[config.mk]
export PLATFORM = sky130hd
export DESIGN_NAME = hdx_serial_port
export DESIGN_NICKNAME = d
export VERILOG_FILES = /design/src/rtl/hdx_pkg.sv /design/src/rtl/hdx_sync.sv /design/src/rtl/hdx_rx.sv /design/src/rtl/hdx_tx.sv /design/src/rtl/hdx_serial_port.sv
export SDC_FILE = /design/constraint.sdc
export NUM_CORES = 1
export LEC_CHECK = 0
export CORE_ASPECT_RATIO = 0.7
export CORE_MARGIN = 2
export CORE_UTILIZATION = 57
export CTS_CLUSTER_SIZE = 24
export DETAILED_ROUTE_END_ITERATION = 8
export GPL_TIMING_DRIVEN = 0
export PLACE_DENSITY = 0.91
export SETUP_SLACK_MARGIN = 0.4
export SLEW_MARGIN = 0
export SYNTH_ARGS = -nofsm -noshare
export SYNTH_HDL_FRONTEND = slang
export SYNTH_SLANG_ARGS = --single-unit
export TNS_END_PERCENT = 100
[constraint.sdc]
create_clock -name clk -period 2.5 [get_ports clk]
set_input_delay 0.5 -clock clk [delete_from_list [all_inputs] [get_ports clk]]
set_output_delay 0.5 -clock clk [all_outputs]
set_load 0.02 [all_outputs]
[src/rtl/hdx_pkg.sv]
package hdx_pkg;

    localparam int RX_WORD_W  = 9;   // routing bit + 8 coded payload bits
    localparam int TX_FRAME_W = 10;  // start + 8 coded bits + stop

    typedef enum logic [2:0] {
        RX_IDLE,
        RX_START,
        RX_WORD,
        RX_PAR,
        RX_STOP1,
        RX_STOP2
    } rx_state_e;

    typedef struct packed {
        logic       valid;
        logic       err;
        logic [7:0] data;
    } rx_result_t;

    // Line coding: complement and reverse the bit order. Applying it twice
    // restores the original byte, so the same function decodes.
    function automatic logic [7:0] line_code(input logic [7:0] b);
        logic [7:0] r;
        for (int i = 0; i < 8; i++) begin
            r[i] = ~b[7 - i];
        end
        return r;
    endfunction

endpackage

[src/rtl/hdx_sync.sv]
module hdx_sync #(
    parameter int STAGES = 2
) (
    input  logic clk,
    input  logic rst,
    input  logic en,
    input  logic d,
    output logic q
);
    logic [STAGES-1:0] chain;

    always_ff @(posedge clk) begin
        if (rst) begin
            chain <= '1;
        end else if (en) begin
            chain <= {chain[STAGES-2:0], d};
        end
    end

    assign q = chain[STAGES-1];
endmodule

[src/rtl/hdx_rx.sv]
module hdx_rx
    import hdx_pkg::*;
#(
    parameter int CLKS_PER_BIT = 93
) (
    input  logic       clk,
    input  logic       rst,
    input  logic       en,
    input  logic       hold,
    input  logic       rxd,
    output rx_result_t result,
    output logic       active
);
    localparam int HALF = CLKS_PER_BIT / 2;
    localparam int CW   = $clog2(CLKS_PER_BIT);
    localparam logic [CW-1:0] LAST_CNT = CW'(CLKS_PER_BIT - 1);
    localparam logic [CW-1:0] HALF_CNT = CW'(HALF - 1);

    rx_state_e            state;
    logic [CW-1:0]        cnt;
    logic [3:0]           nbit;
    logic [RX_WORD_W-1:0] word;
    logic                 par_bit;
    logic                 stop1_bit;
    logic                 frame_ok;

    assign frame_ok = ((^word ^ par_bit) == 1'b0) && stop1_bit && rxd && word[0];

    always_ff @(posedge clk) begin
        if (rst) begin
            state     <= RX_IDLE;
            cnt       <= '0;
            nbit      <= '0;
            word      <= '0;
            par_bit   <= 1'b0;
            stop1_bit <= 1'b0;
            result    <= '0;
        end else begin
            result.valid <= 1'b0;
            result.err   <= 1'b0;
            if (en) begin
                unique case (state)
                    RX_IDLE: begin
                        if (!hold && !rxd) begin
                            state <= RX_START;
                            cnt   <= '0;
                        end
                    end
                    RX_START: begin
                        if (cnt == HALF_CNT) begin
                            cnt  <= '0;
                            nbit <= '0;
                            state <= rxd ? RX_IDLE : RX_WORD;
                        end else begin
                            cnt <= cnt + 1'b1;
                        end
                    end
                    RX_WORD: begin
                        if (cnt == LAST_CNT) begin
                            cnt  <= '0;
                            word <= {rxd, word[RX_WORD_W-1:1]};
                            if (nbit == 4'(RX_WORD_W - 1)) begin
                                state <= RX_PAR;
                            end else begin
                                nbit <= nbit + 1'b1;
                            end
                        end else begin
                            cnt <= cnt + 1'b1;
                        end
                    end
                    RX_PAR: begin
                        if (cnt == LAST_CNT) begin
                            cnt     <= '0;
                            par_bit <= rxd;
                            state   <= RX_STOP1;
                        end else begin
                            cnt <= cnt + 1'b1;
                        end
                    end
                    RX_STOP1: begin
                        if (cnt == LAST_CNT) begin
                            cnt       <= '0;
                            stop1_bit <= rxd;
                            state     <= RX_STOP2;
                        end else begin
                            cnt <= cnt + 1'b1;
                        end
                    end
                    RX_STOP2: begin
                        if (cnt == LAST_CNT) begin
                            cnt          <= '0;
                            result.valid <= frame_ok;
                            result.err   <= !frame_ok;
                            result.data  <= line_code(word[RX_WORD_W-1:1]);
                            state        <= RX_IDLE;
                        end else begin
                            cnt <= cnt + 1'b1;
                        end
                    end
                    default: state <= RX_IDLE;
                endcase
            end
        end
    end

    assign active = (state != RX_IDLE);


    rx_freeze_chk: assert property (@(posedge clk) disable iff (rst)
        !en |=> ($stable(state) && $stable(cnt) && $stable(word)));


    rx_excl_chk: assert property (@(posedge clk) disable iff (rst)
        !(result.valid && result.err));


    rx_pulse_chk: assert property (@(posedge clk) disable iff (rst)
        result.valid |=> !result.valid);
endmodule

[src/rtl/hdx_tx.sv]
module hdx_tx
    import hdx_pkg::*;
#(
    parameter int CLKS_PER_BIT = 93
) (
    input  logic       clk,
    input  logic       rst,
    input  logic       en,
    input  logic       start,
    input  logic [7:0] data,
    output logic       txd,
    output logic       oe,
    output logic       active
);
    localparam int CW = $clog2(CLKS_PER_BIT);
    localparam logic [CW-1:0] LAST_CNT = CW'(CLKS_PER_BIT - 1);

    logic [TX_FRAME_W-1:0] shreg;
    logic [CW-1:0]         cnt;
    logic [3:0]            nbit;
    logic                  act;

    always_ff @(posedge clk) begin
        if (rst) begin
            shreg <= '1;
            cnt   <= '0;
            nbit  <= '0;
            act   <= 1'b0;
        end else if (en) begin
            if (!act) begin
                if (start) begin
                    shreg <= {1'b1, line_code(data), 1'b0};
                    cnt   <= '0;
                    nbit  <= '0;
                    act   <= 1'b1;
                end
            end else if (cnt == LAST_CNT) begin
                cnt   <= '0;
                shreg <= {1'b1, shreg[TX_FRAME_W-1:1]};
                if (nbit == 4'(TX_FRAME_W - 1)) begin
                    act <= 1'b0;
                end else begin
                    nbit <= nbit + 1'b1;
                end
            end else begin
                cnt <= cnt + 1'b1;
            end
        end
    end

    assign txd    = act ? shreg[0] : 1'b1;
    assign oe     = act;
    assign active = act;


    tx_start_low_chk: assert property (@(posedge clk) disable iff (rst)
        $rose(oe) |-> !txd);


    tx_stop_high_chk: assert property (@(posedge clk) disable iff (rst)
        $fell(oe) |-> $past(txd));


    tx_freeze_chk: assert property (@(posedge clk) disable iff (rst)
        !en |=> ($stable(shreg) && $stable(cnt) && $stable(act)));
endmodule

[src/rtl/hdx_serial_port.sv]
module hdx_serial_port
    import hdx_pkg::*;
#(
    parameter int CLKS_PER_BIT = 93,
    parameter int SYNC_STAGES  = 2
) (
    input  logic       clk,
    input  logic       rst,
    input  logic       clk_en,
    input  logic       line_in,
    output logic       line_out,
    output logic       line_oe,
    input  logic       tx_req,
    input  logic [7:0] tx_byte,
    output logic       busy,
    output logic       rx_valid,
    output logic       rx_err,
    output logic [7:0] rx_byte
);
    logic       rxd_s;
    logic       rx_active;
    logic       tx_active;
    logic       tx_go;
    rx_result_t rx_res;

    assign busy  = rx_active | tx_active;
    assign tx_go = tx_req & !busy;

    hdx_sync #(.STAGES(SYNC_STAGES)) u_sync (
        .clk (clk),
        .rst (rst),
        .en  (clk_en),
        .d   (line_in),
        .q   (rxd_s)
    );

    hdx_rx #(.CLKS_PER_BIT(CLKS_PER_BIT)) u_rx (
        .clk    (clk),
        .rst    (rst),
        .en     (clk_en),
        .hold   (tx_active | tx_go),
        .rxd    (rxd_s),
        .result (rx_res),
        .active (rx_active)
    );

    hdx_tx #(.CLKS_PER_BIT(CLKS_PER_BIT)) u_tx (
        .clk    (clk),
        .rst    (rst),
        .en     (clk_en),
        .start  (tx_go),
        .data   (tx_byte),
        .txd    (line_out),
        .oe     (line_oe),
        .active (tx_active)
    );

    assign rx_valid = rx_res.valid;
    assign rx_err   = rx_res.err;
    assign rx_byte  = rx_res.data;


    rx_quiet_in_tx_chk: assert property (@(posedge clk) disable iff (rst)
        tx_active |-> !rx_active);


    no_tx_while_rx_chk: assert property (@(posedge clk) disable iff (rst)
        (rx_active && !tx_active) |=> !$rose(line_oe));
endmodule

-- Word-level counts from Yosys, hierarchy flattened
Cells that the tools add are included.
- register bits after elaboration: 59
- logic and storage cells: 120
- add/sub/neg operators: 4
- bitwise logic cells: 24
- reductions and logical operators: 26
- muxes and demuxes: 32
- eq/ne operators: 20
- operators by type and width (cell ; number):
    $mux 7 ; 6
    $mux 10 ; 3
    $mux 4 ; 7
    $mux 3 ; 7
    $pmux 7 s3 ; 1
    $not 1->1 ; 20
    $pmux 3 s6 ; 1
    $reduce_and 3->1 ; 6
    $add 7x1->7 const B ; 2
    $eq 7x7->1 const B ; 2
    $ne 2x1->1 const B ; 7
    $reduce_xor 9->1 ; 1
    $add 4x1->4 const B ; 2
    $eq 4x4->1 const B ; 2
    $pmux 4 s2 ; 1
    $reduce_and 8->1 ; 1
    $reduce_or 4->1 ; 2
    $eq 7x6->1 const B ; 1
    $eq 3x2->1 const B ; 2
    $eq 3x3->1 const B ; 2
    $ne 2x2->1 const B ; 3
    $reduce_bool 3->1 ; 2
    $mux 1 ; 5
    $reduce_and 5->1 ; 1
    other kinds (11) ; 19

-- Longest topological paths before layout
Gate-level depths: netlist (run 1).
- depth after elaboration: 9
- depth in mapped cells: 8

-- Hierarchy
A second synthesis (run 1) with hierarchy kept.
- cells, all modules: 343
- area total of the unflattened synthesis: 3131.8 um^2
- modules (own cells, without submodules) (module ; times used ; area an instance (um^2) ; cells an instance ; seq. area each (um^2)):
    hdx_rx ; 1 ; 1876.8 ; 210 ; 700.7
    hdx_tx ; 1 ; 1158.6 ; 123 ; 420.4
    hdx_sync ; 1 ; 70.1 ; 6 ; 40.0
    hdx_serial_port ; 1 ; 26.3 ; 4 ; 0.0

-- Worst setup path before layout (run 1)
Ideal clock, no wire load.
- path kind: register -> register
- start: register u_rx.state[2]
- end: register u_tx.shreg[5]
- stages on the path, launching flop included: 7
- arrival time: 1.795 ns
- library setup time: 0.120 ns
- data required time: 2.380 ns
- path slack: 0.586 ns
- path through: dfxtp_1 > buf_2 > nor4b_1 > o21a_1 > a21bo_2 > buf_2 > a211o_1
- word-level cells in the longest chain between the ends: 6
- RTL lines (what ; line ; text):
    start: declaration ; hdx_rx.sv:19 ; rx_state_e state;
    start signal: assignment ; hdx_rx.sv:53 ; state <= rxd ? RX_IDLE : RX_WORD;
    $reduce_bool 3->1 ; hdx_rx.sv:106 ; assign active = (state != RX_IDLE);
    $or 1x1->1 ; hdx_serial_port.sv:26 ; assign busy = rx_active | tx_active;
    $logic_not 1->1 ; hdx_serial_port.sv:27 ; assign tx_go = tx_req & !busy;
    $and 1x1->1 ; hdx_serial_port.sv:27 ;
    $reduce_bool 2->1 (no source line) ; - ;
    $reduce_and 3->1 (no source line) ; - ;
    end signal: assignment ; hdx_tx.sv:32 ; shreg <= {1'b1, line_code(data), 1'b0};
    end signal: assignment ; hdx_tx.sv:39 ; shreg <= {1'b1, shreg[TX_FRAME_W-1:1]};
    end: declaration ; hdx_tx.sv:18 ; logic [TX_FRAME_W-1:0] shreg;
No other way between the ends.
A chain may end at the register's enable or synchronous reset.

-- Worst setup path after layout (run 1)
- start: register u_rx.state[2]
- end: output port busy
- word-level cells in the longest chain between the ends: 2
- RTL lines (what ; line ; text):
    $reduce_bool 3->1 ; hdx_rx.sv:106 ;
    $or 1x1->1 ; hdx_serial_port.sv:26 ;
    end: declaration ; hdx_serial_port.sv:15 ; output logic busy,
No other way between the ends.

==> summary.md, run 1 <==
| Metric | Value |
|---|---|
| Status | `finished clean` |
| Vias per inst | `~5.5` |
| Fill count | `roughly 350` |
| Layout Utilization | `72.4%` |
| DRC violations left | `0` |
| Initial antenna violation count | `0` |
| Syn Nets | `354` |
| Clock power share | `about two fifths` |
| Initial Utilization | `between 50% and 60%` |
| Slew headroom | `between 60% and 70%` |
| Hold path cells | `1` |
| First-pass GRT wire length | `10.3 mm` |
| Crit path arrival time | `around 1.7 ns` |
| Final-report max-slew violation count | `0` |
| Fin crit period | `roughly 2.1 ns` |
| Compound-Gate Fraction of Synth Area | `a little over an eighth` |
| Reg clk slew, reported paths | `~0.060 ns` |
| Setup violators final | `0` |
| DRT iter0 DRCs | `between 150 and 200` |
| Antenna-violating nets left | `0` |
| Commonest register cell after synthesis | `dfxtp_1` |
| Startpoint Class | `flip-flop` |
| Die W | `just under 90 µm` |
| Avg Inst Size Synth | `8.65 µm²` |
| Leak | `between 1 and 1.5 nW` |
| Fin Clk Skew | `between 0.005 and 0.006 ns` |
| Rows | `21` |
| DIE HEIGHT | `63.4 µm` |
| Synth cell count leaders | `58 x dfxtp_1, 50 x nor2_1, 23 x nand2_1` |
| Worst slew pin tran | `approximately 0.57 ns` |
| Nets@finish | `around 400` |
| Clock Latency Late Sink | `approximately 0.34 ns` |
| #FFs+latches synth | `between 50 and 60` |
| HP Start | `u_tx.shreg[6]` |
| Async SR Flop Fraction | `0%` |
| Reg2Reg Depth | `7` |
| Yosys top cell area share | `between 40 and 50%` |
| Vias in the first global route | `approximately 2200` |
| Pre-Repair DR Iteration Count | `5` |
| Via Count | `between 2000 and 2500` |
| Clock Tree Buf Depth | `2` |
| Seq/Total Area, Yosys | `about two fifths` |
| Largest net degree at the start of global routing | `11` |
| Worst Path Required | `approximately 2.0 ns` |
| Final hold vios | `0` |
| Yosys cell types | `56` |
| Number of buffers added on ports | `25` |
| Mapped cell area | `2870 µm²` |
| Ant. Diodes | `0` |
| Crit Reg-Reg Startpoint | `u_rx.state[2]` |
| GRT overflow | `0` |
| Leading post-synthesis cells by cell area | `dfxtp_1 40%, mux2i_1 7.3%, nor2_1 6.5%` |
| XOR/XNOR Fraction of Synth Area | `under 10%` |
| Max Cap Viol | `0` |
| Int Power | `around 0.0014 W` |
| Top-count cell post-synth | `dfxtp_1` |
| Cts bufs inserted | `9` |
| Total GRT Usage | `a little under a quarter` |
| Unrepaired setup endpoints after global routing | `yes` |
| Reg2reg end | `u_tx.nbit[1]` |
| Total Power | `approximately 0.0019 W` |
| Post-DP HPWL | `about 4.3 mm` |
| # IOs | `26` |
| Cell Pwr Density | `543 nW/µm²` |
| Power share of the combinational group | `under 10%` |
| Clock tree root driver cell | `clkbuf_8` |
| Synth Area in Adders | `between 3 and 4%` |
| Achievable Freq | `about 470 MHz` |
| Part of the power in registers | `between 50% and 60%` |
| Element type at the critical path end | `output port` |
| Main combinational cell family by area after synthesis | `simple AND/OR/NAND/NOR gates` |
| CTS tree | `done` |
| Mux cell area share after synthesis | `7.32%` |
| Max VDD drop | `around 0.0003 V` |
| CP max FO | `10` |
| Die area | `between 5000 and 6000 µm²` |
| H-tree Lvls | `3` |
| Hold slack | `0.468 ns` |
| NetSw | `0.000448 W` |
| Register Area | `1160 µm²` |
| Reg2Reg Setup Slack | `around 0.49 ns` |
| Synth-to-layout area growth | `21.2%` |
| Post-Route WL | `6.17 mm` |
| Sw frac | `between 20% and 30%` |
| Core area | `4810 µm²` |
| Synth area leader | `dfxtp_1` |
| Hold crit path type | `flip-flop to flip-flop` |
| Hold EP | `u_tx.shreg[6]` |
| Per-cell routed wire length | `approximately 14 µm` |
| Routability Congestion | `0.867` |
| Fraction of layout cells with a size suffix above 1 | `between 10% and 20%` |
| Yosys warns | `0` |
| Cells after Synth | `~330` |
| Final period util | `a little under nine tenths` |
| EDFF count, synth | `0` |
| Sink Count | `58` |
| Crit Path Class | `flip-flop to output port` |
| Simple-Gate Fraction of Synth Area | `around a quarter` |
| Multi-input gate area | `around 1600 µm²` |
-- critical path, stage by stage (launching register included) --
cell and delay, ns:
dfxtp_1 0.31, buf_4 0.16, or3_4 0.40, or2_2 0.27, buf_2 0.16
-- per-stage QoR --
step	cells	setup slack, ns	TNS, ns	area (µm²)
floorplan	332	0.586	0	2870
global placement	426	-0.135	-1.82	3210
detailed placement	426	-0.180	-2.39	3210
CTS	443	0.218	0	3420
global route	445	0.298	0	3480
finish	445	0.353	0	3480
-- worst max-delay path by stage --
stage	cells after the start	from	to	slack, ns
global placement	7	tx_req	u_tx.cnt[5]	-0.14
floorplan	6	u_rx.state[2]	u_tx.shreg[5]	0.59
CTS	4	u_rx.state[1]	busy	0.22
detailed placement	7	tx_req	u_tx.cnt[3]	-0.18
finish	4	u_rx.state[2]	busy	0.35
global route	4	u_rx.state[2]	busy	0.30
-- power groups by stage --
| stage | combinational (W) | clock, W | sequential [W] |
|---|---|---|---|
| finish | 0.000149 | 0.000793 | 0.000949 |
| global route | 0.000165 | 0.000851 | 0.000950 |
| CTS | 0.000147 | 0.000808 | 0.000948 |
| detailed placement | 0.000144 | 0 | 0.000968 |
| global placement | 0.000141 | 0 | 0.000968 |
| floorplan | 0.0000924 | 0 | 0.000967 |
-- area by class of cell --
| class | count | area share (%) |
|---|---|---|
| repair buffers | 28 | 7.62 |
| clock buffers | 14 | 4.96 |
| inverters | 20 | 2.16 |
| well taps | 69 | 2.48 |
| multi-input cells | 235 | 45.4 |
| flip-flops and latches | 58 | 33.4 |
| clock inverters | 2 | 0.288 |
| plain buffers | 19 | 3.70 |
-- layer usage --
| layer | share of wire, % | global-route usage, % | wire, µm | vias to the layer above |
|---|---|---|---|---|
| met3 | 6.8 | 9.44 | 422 | 11 |
| li1 | - | - | - | 1235 |
| met4 | 1.5 | 7.77 | 91 | 0 |
| met2 | 45 | 34.7 | 2800 | 78 |
| met5 | 0 | 0 | 0 | - |
| met1 | 46 | 32.6 | 2860 | 1136 |
-- kinds of logic after synthesis --
| group | after synthesis |
|---|---|
| AND/OR/NAND/NOR | 134 |
| multiplexers | 21 |
| flip-flops | 58 |
| buffers and inverters | 39 |
| XOR/XNOR | 13 |
| AO/OA/AOI/OAI | 58 |
| adder cells (fa/ha/maj) | 9 |
-- state kept, by name (all words and copies together), names as in the netlist --
name            flops
u_rx.cnt            7
u_rx.nbit           4
u_rx.par_bit        1
u_rx.result        10
u_rx.state          3
u_rx.stop1_bit      1
u_rx.word           9
u_sync.chain        2
u_tx.active         1
u_tx.cnt            7
u_tx.nbit           4
u_tx.shreg          9
-- cell usage in the layout, fill, tap and decap left out, types with 2 or more instances in the layout --
master            n
o22ai_1           2
a211o_1           6
nor3b_1           2
nor3_1            5
o21ai_0           6
nand2_1          23
clkbuf_2          3
ha_1              9
or2_2             4
dlygate4sd2_1     2
clkbuf_8         13
xnor2_1           5
mux2i_1          21
nor2_1           50
clkinv_2          2
a31oi_1           5
nand2b_1          2
nand3_1          15
nor4_2            2
nor2b_1           4
inv_1            19
buf_4             5
clkbuf_4          3
buf_2             3
clkdlybuf4s50_1  22
nand4_1           6
dfxtp_1          58
buf_6             3
a21oi_1          18
clkbuf_1          7
nand3b_1          4
o211ai_1          5
xor2_1            7
or3_1             3
-- repair_timing --
action                     in CTS  in global routing
buffers inserted                1                  2
hold endpoints to repair        0                  0
setup endpoints to repair      34                 35
pin swaps                       0                  3
hold buffers                    0                  0
gates resized for setup        13                 23
(Power assumes the default switching activity.)
==> run 2, diff against run 1 <==
CORE_UTILIZATION = 50   (was 57)
PLACE_DENSITY = 0.83   (was 0.91)
TNS_END_PERCENT = not set   (was 100)
==> summary.md, run 2 (same netlist as run 1, synthesis figures left out) <==
| Metric | Value |
|---|---|
| Post-Route WL | `just over 6 mm` |
| DIE HEIGHT | `between 60 and 70 µm` |
| Initial Utilization | `between 50% and 60%` |
| Largest reg by FF count | `u_rx.result` |
| Unrepaired setup endpoints after global routing | `yes` |
| Startpoint Class | `flip-flop` |
| CP Depth | `4` |
| Crit Path Class | `flip-flop to output port` |
| Total GRT Usage | `20.4%` |
| Commonest cells after routing, fill and taps aside | `58 x dfxtp_1, 50 x nor2_1, 23 x nand2_1, 22 x clkdlybuf4s50_1, 21 x mux2i_1` |
| Leak | `between 1 and 1.5 nW` |
| Via Count | `around 2500` |
| Final-report max-slew violation count | `0` |
| Worst Path Required | `approximately 2.0 ns` |
| Worst slew pin tran | `between 0.5 and 0.6 ns` |
| Largest net degree at the start of global routing | `11` |
| Number of buffers added on ports | `25` |
| Max Cap Viol | `0` |
| Most common cell after layout, fill and taps aside | `dfxtp_1` |
| Crit-path slowest cell | `or3_4` |
| Final hold vios | `0` |
| Hold crit path type | `flip-flop to flip-flop` |
| H-tree Lvls | `3` |
| Final period util | `85.3%` |
| DRT iter0 DRCs | `179` |
| Fraction of layout cells with a size suffix above 1 | `~15%` |
| CTS tree | `done` |
| Crit-path cells | `clkbuf_2 -> or3_4 -> or2_2 -> buf_4` |
| CP max FO | `10` |
| Cell Pwr Density | `538 nW/µm²` |
| Rows | `23` |
| Clock Latency Late Sink | `approximately 0.34 ns` |
| Achievable Freq | `469 MHz` |
| Ant. Diodes | `0` |
| Reg2Reg Setup Slack | `roughly 0.50 ns` |
| GRT overflow | `0` |
| Max VDD drop | `between 0.0003 and 0.0004 V` |
| DP Area | `about 3200 µm²` |
| # IOs | `26` |
| Element type at the critical path end | `output port` |
| Synth-to-layout area growth | `22.8%` |
| DRC violations left | `0` |
| Die W | `about 95 µm` |
| Antenna-violating nets left | `0` |
| Cell family with most CP delay | `simple AND/OR/NAND/NOR gates` |
| Worst path bufs/invs | `2` |
| Fin crit period | `around 2.1 ns` |
| Cts bufs inserted | `9` |
| Critical path's largest stage delay | `~0.37 ns` |
| Slew headroom | `about 66%` |
| Pre-Repair DR Iteration Count | `5` |
| First-pass GRT wire length | `9.84 mm` |
| Final instance count without filler cells | `around 460` |
| Routability Congestion | `0.810` |
| Reg clk slew, reported paths | `around 0.06 ns` |
| Max FFs per register | `10` |
| Core area | `approximately 5600 µm²` |
| Clock tree root driver cell | `clkbuf_8` |
| Hold path cells | `1` |
| Fin Clk Skew | `0.00572 ns` |
| Cells after DPL | `432` |
| Post-DP HPWL | `between 4 and 5 mm` |
| Reg2Reg Depth | `7` |
| Final instance area | `roughly 3500 µm²` |
| Status | `finished clean` |
| Initial antenna violation count | `0` |
| Top flop regs | `u_rx.result: 10 flops, u_rx.word: 9 flops, u_tx.shreg: 9 flops` |
| Vias per inst | `between 5 and 6` |
| Per-cell routed wire length | `between 10 and 15 µm` |
| Setup violators final | `0` |
| Vias in the first global route | `about 2100` |
| Crit path arrival time | `approximately 1.6 ns` |
| Clock Tree Buf Depth | `2` |
| Hold buffers post-CTS | `0` |
| Die area | `roughly 6400 µm²` |
| Nets@finish | `397` |
| Layout Utilization | `62.5%` |
| Sink Count | `58` |
## run 2: cell types whose count changed in the layout (fill, tap and decap cells not counted), sizes merged
| cell | delta |
|---|---|
| clkbuf | -2 |
| buf | +6 |
## run 2: power by group
group,switching (W),internal [W]
Combinational,0.0000842,0.0000758
Sequential,0.0000110,0.000938
Clock,0.000350,0.000438
Total,0.000445,0.00145
## run 2: path summary, 6_finish.rpt
path,start,end
setup reg to reg,u_rx.cnt[1],u_rx.nbit[1]
hold / removal,u_sync.chain[0],u_sync.chain[1]
setup / recovery,u_rx.state[1],busy
hold reg to reg,u_sync.chain[0],u_sync.chain[1]
## run 2: cell type report
cell class | count | area [µm²]
Fill cell | 470 | 2110
Multi-Input combinational cell | 235 | 1590
Sequential cell | 58 | 1160
Timing Repair Buffer | 32 | 298
Clock buffer | 14 | 173
Buffer | 19 | 130
Tap cell | 75 | 93.8
Inverter | 20 | 75.1
Clock inverter | 2 | 10.0
## run 2: repair_timing
item / in CTS / in global routing
pin swaps: 1 / 4
hold endpoints to repair: 0 / 0
setup endpoints to repair: 32 / 38
setup buffers: 0 / 7
gates resized for setup: 15 / 23
## run 2: worst register-to-register path, delay by kind of cell, from the launching register on
family                     cells  cell delay, ns
and+or+nand+nor                3            1.04
DFF                            1            0.34
AOI/OAI and AO/OA              2            0.29
adders and majority gates      1            0.16
buffers and inverters          1            0.11
## run 2: routing by layer
metal | up-vias | global-route usage (%) | share of wire [%]
met5 | - | 0 | 0
met4 | 0 | 9.42 | 1.7
met3 | 9 | 5.47 | 5.0
met2 | 56 | 30.3 | 45
met1 | 1168 | 28.0 | 49
li1 | 1241 | - | -
## run 2: stage by stage
step | setup TNS (ns) | hold slack, ns | setup WS [ns] | total power, W
floorplan | 0 | 0.427 | 0.586 | 0.00106
global placement | -2.16 | 0.438 | -0.147 | 0.00111
detailed placement | -3.85 | 0.439 | -0.277 | 0.00111
CTS | 0 | 0.470 | 0.219 | 0.00191
global route | 0 | 0.487 | 0.322 | 0.00197
finish | 0 | 0.469 | 0.368 | 0.00190
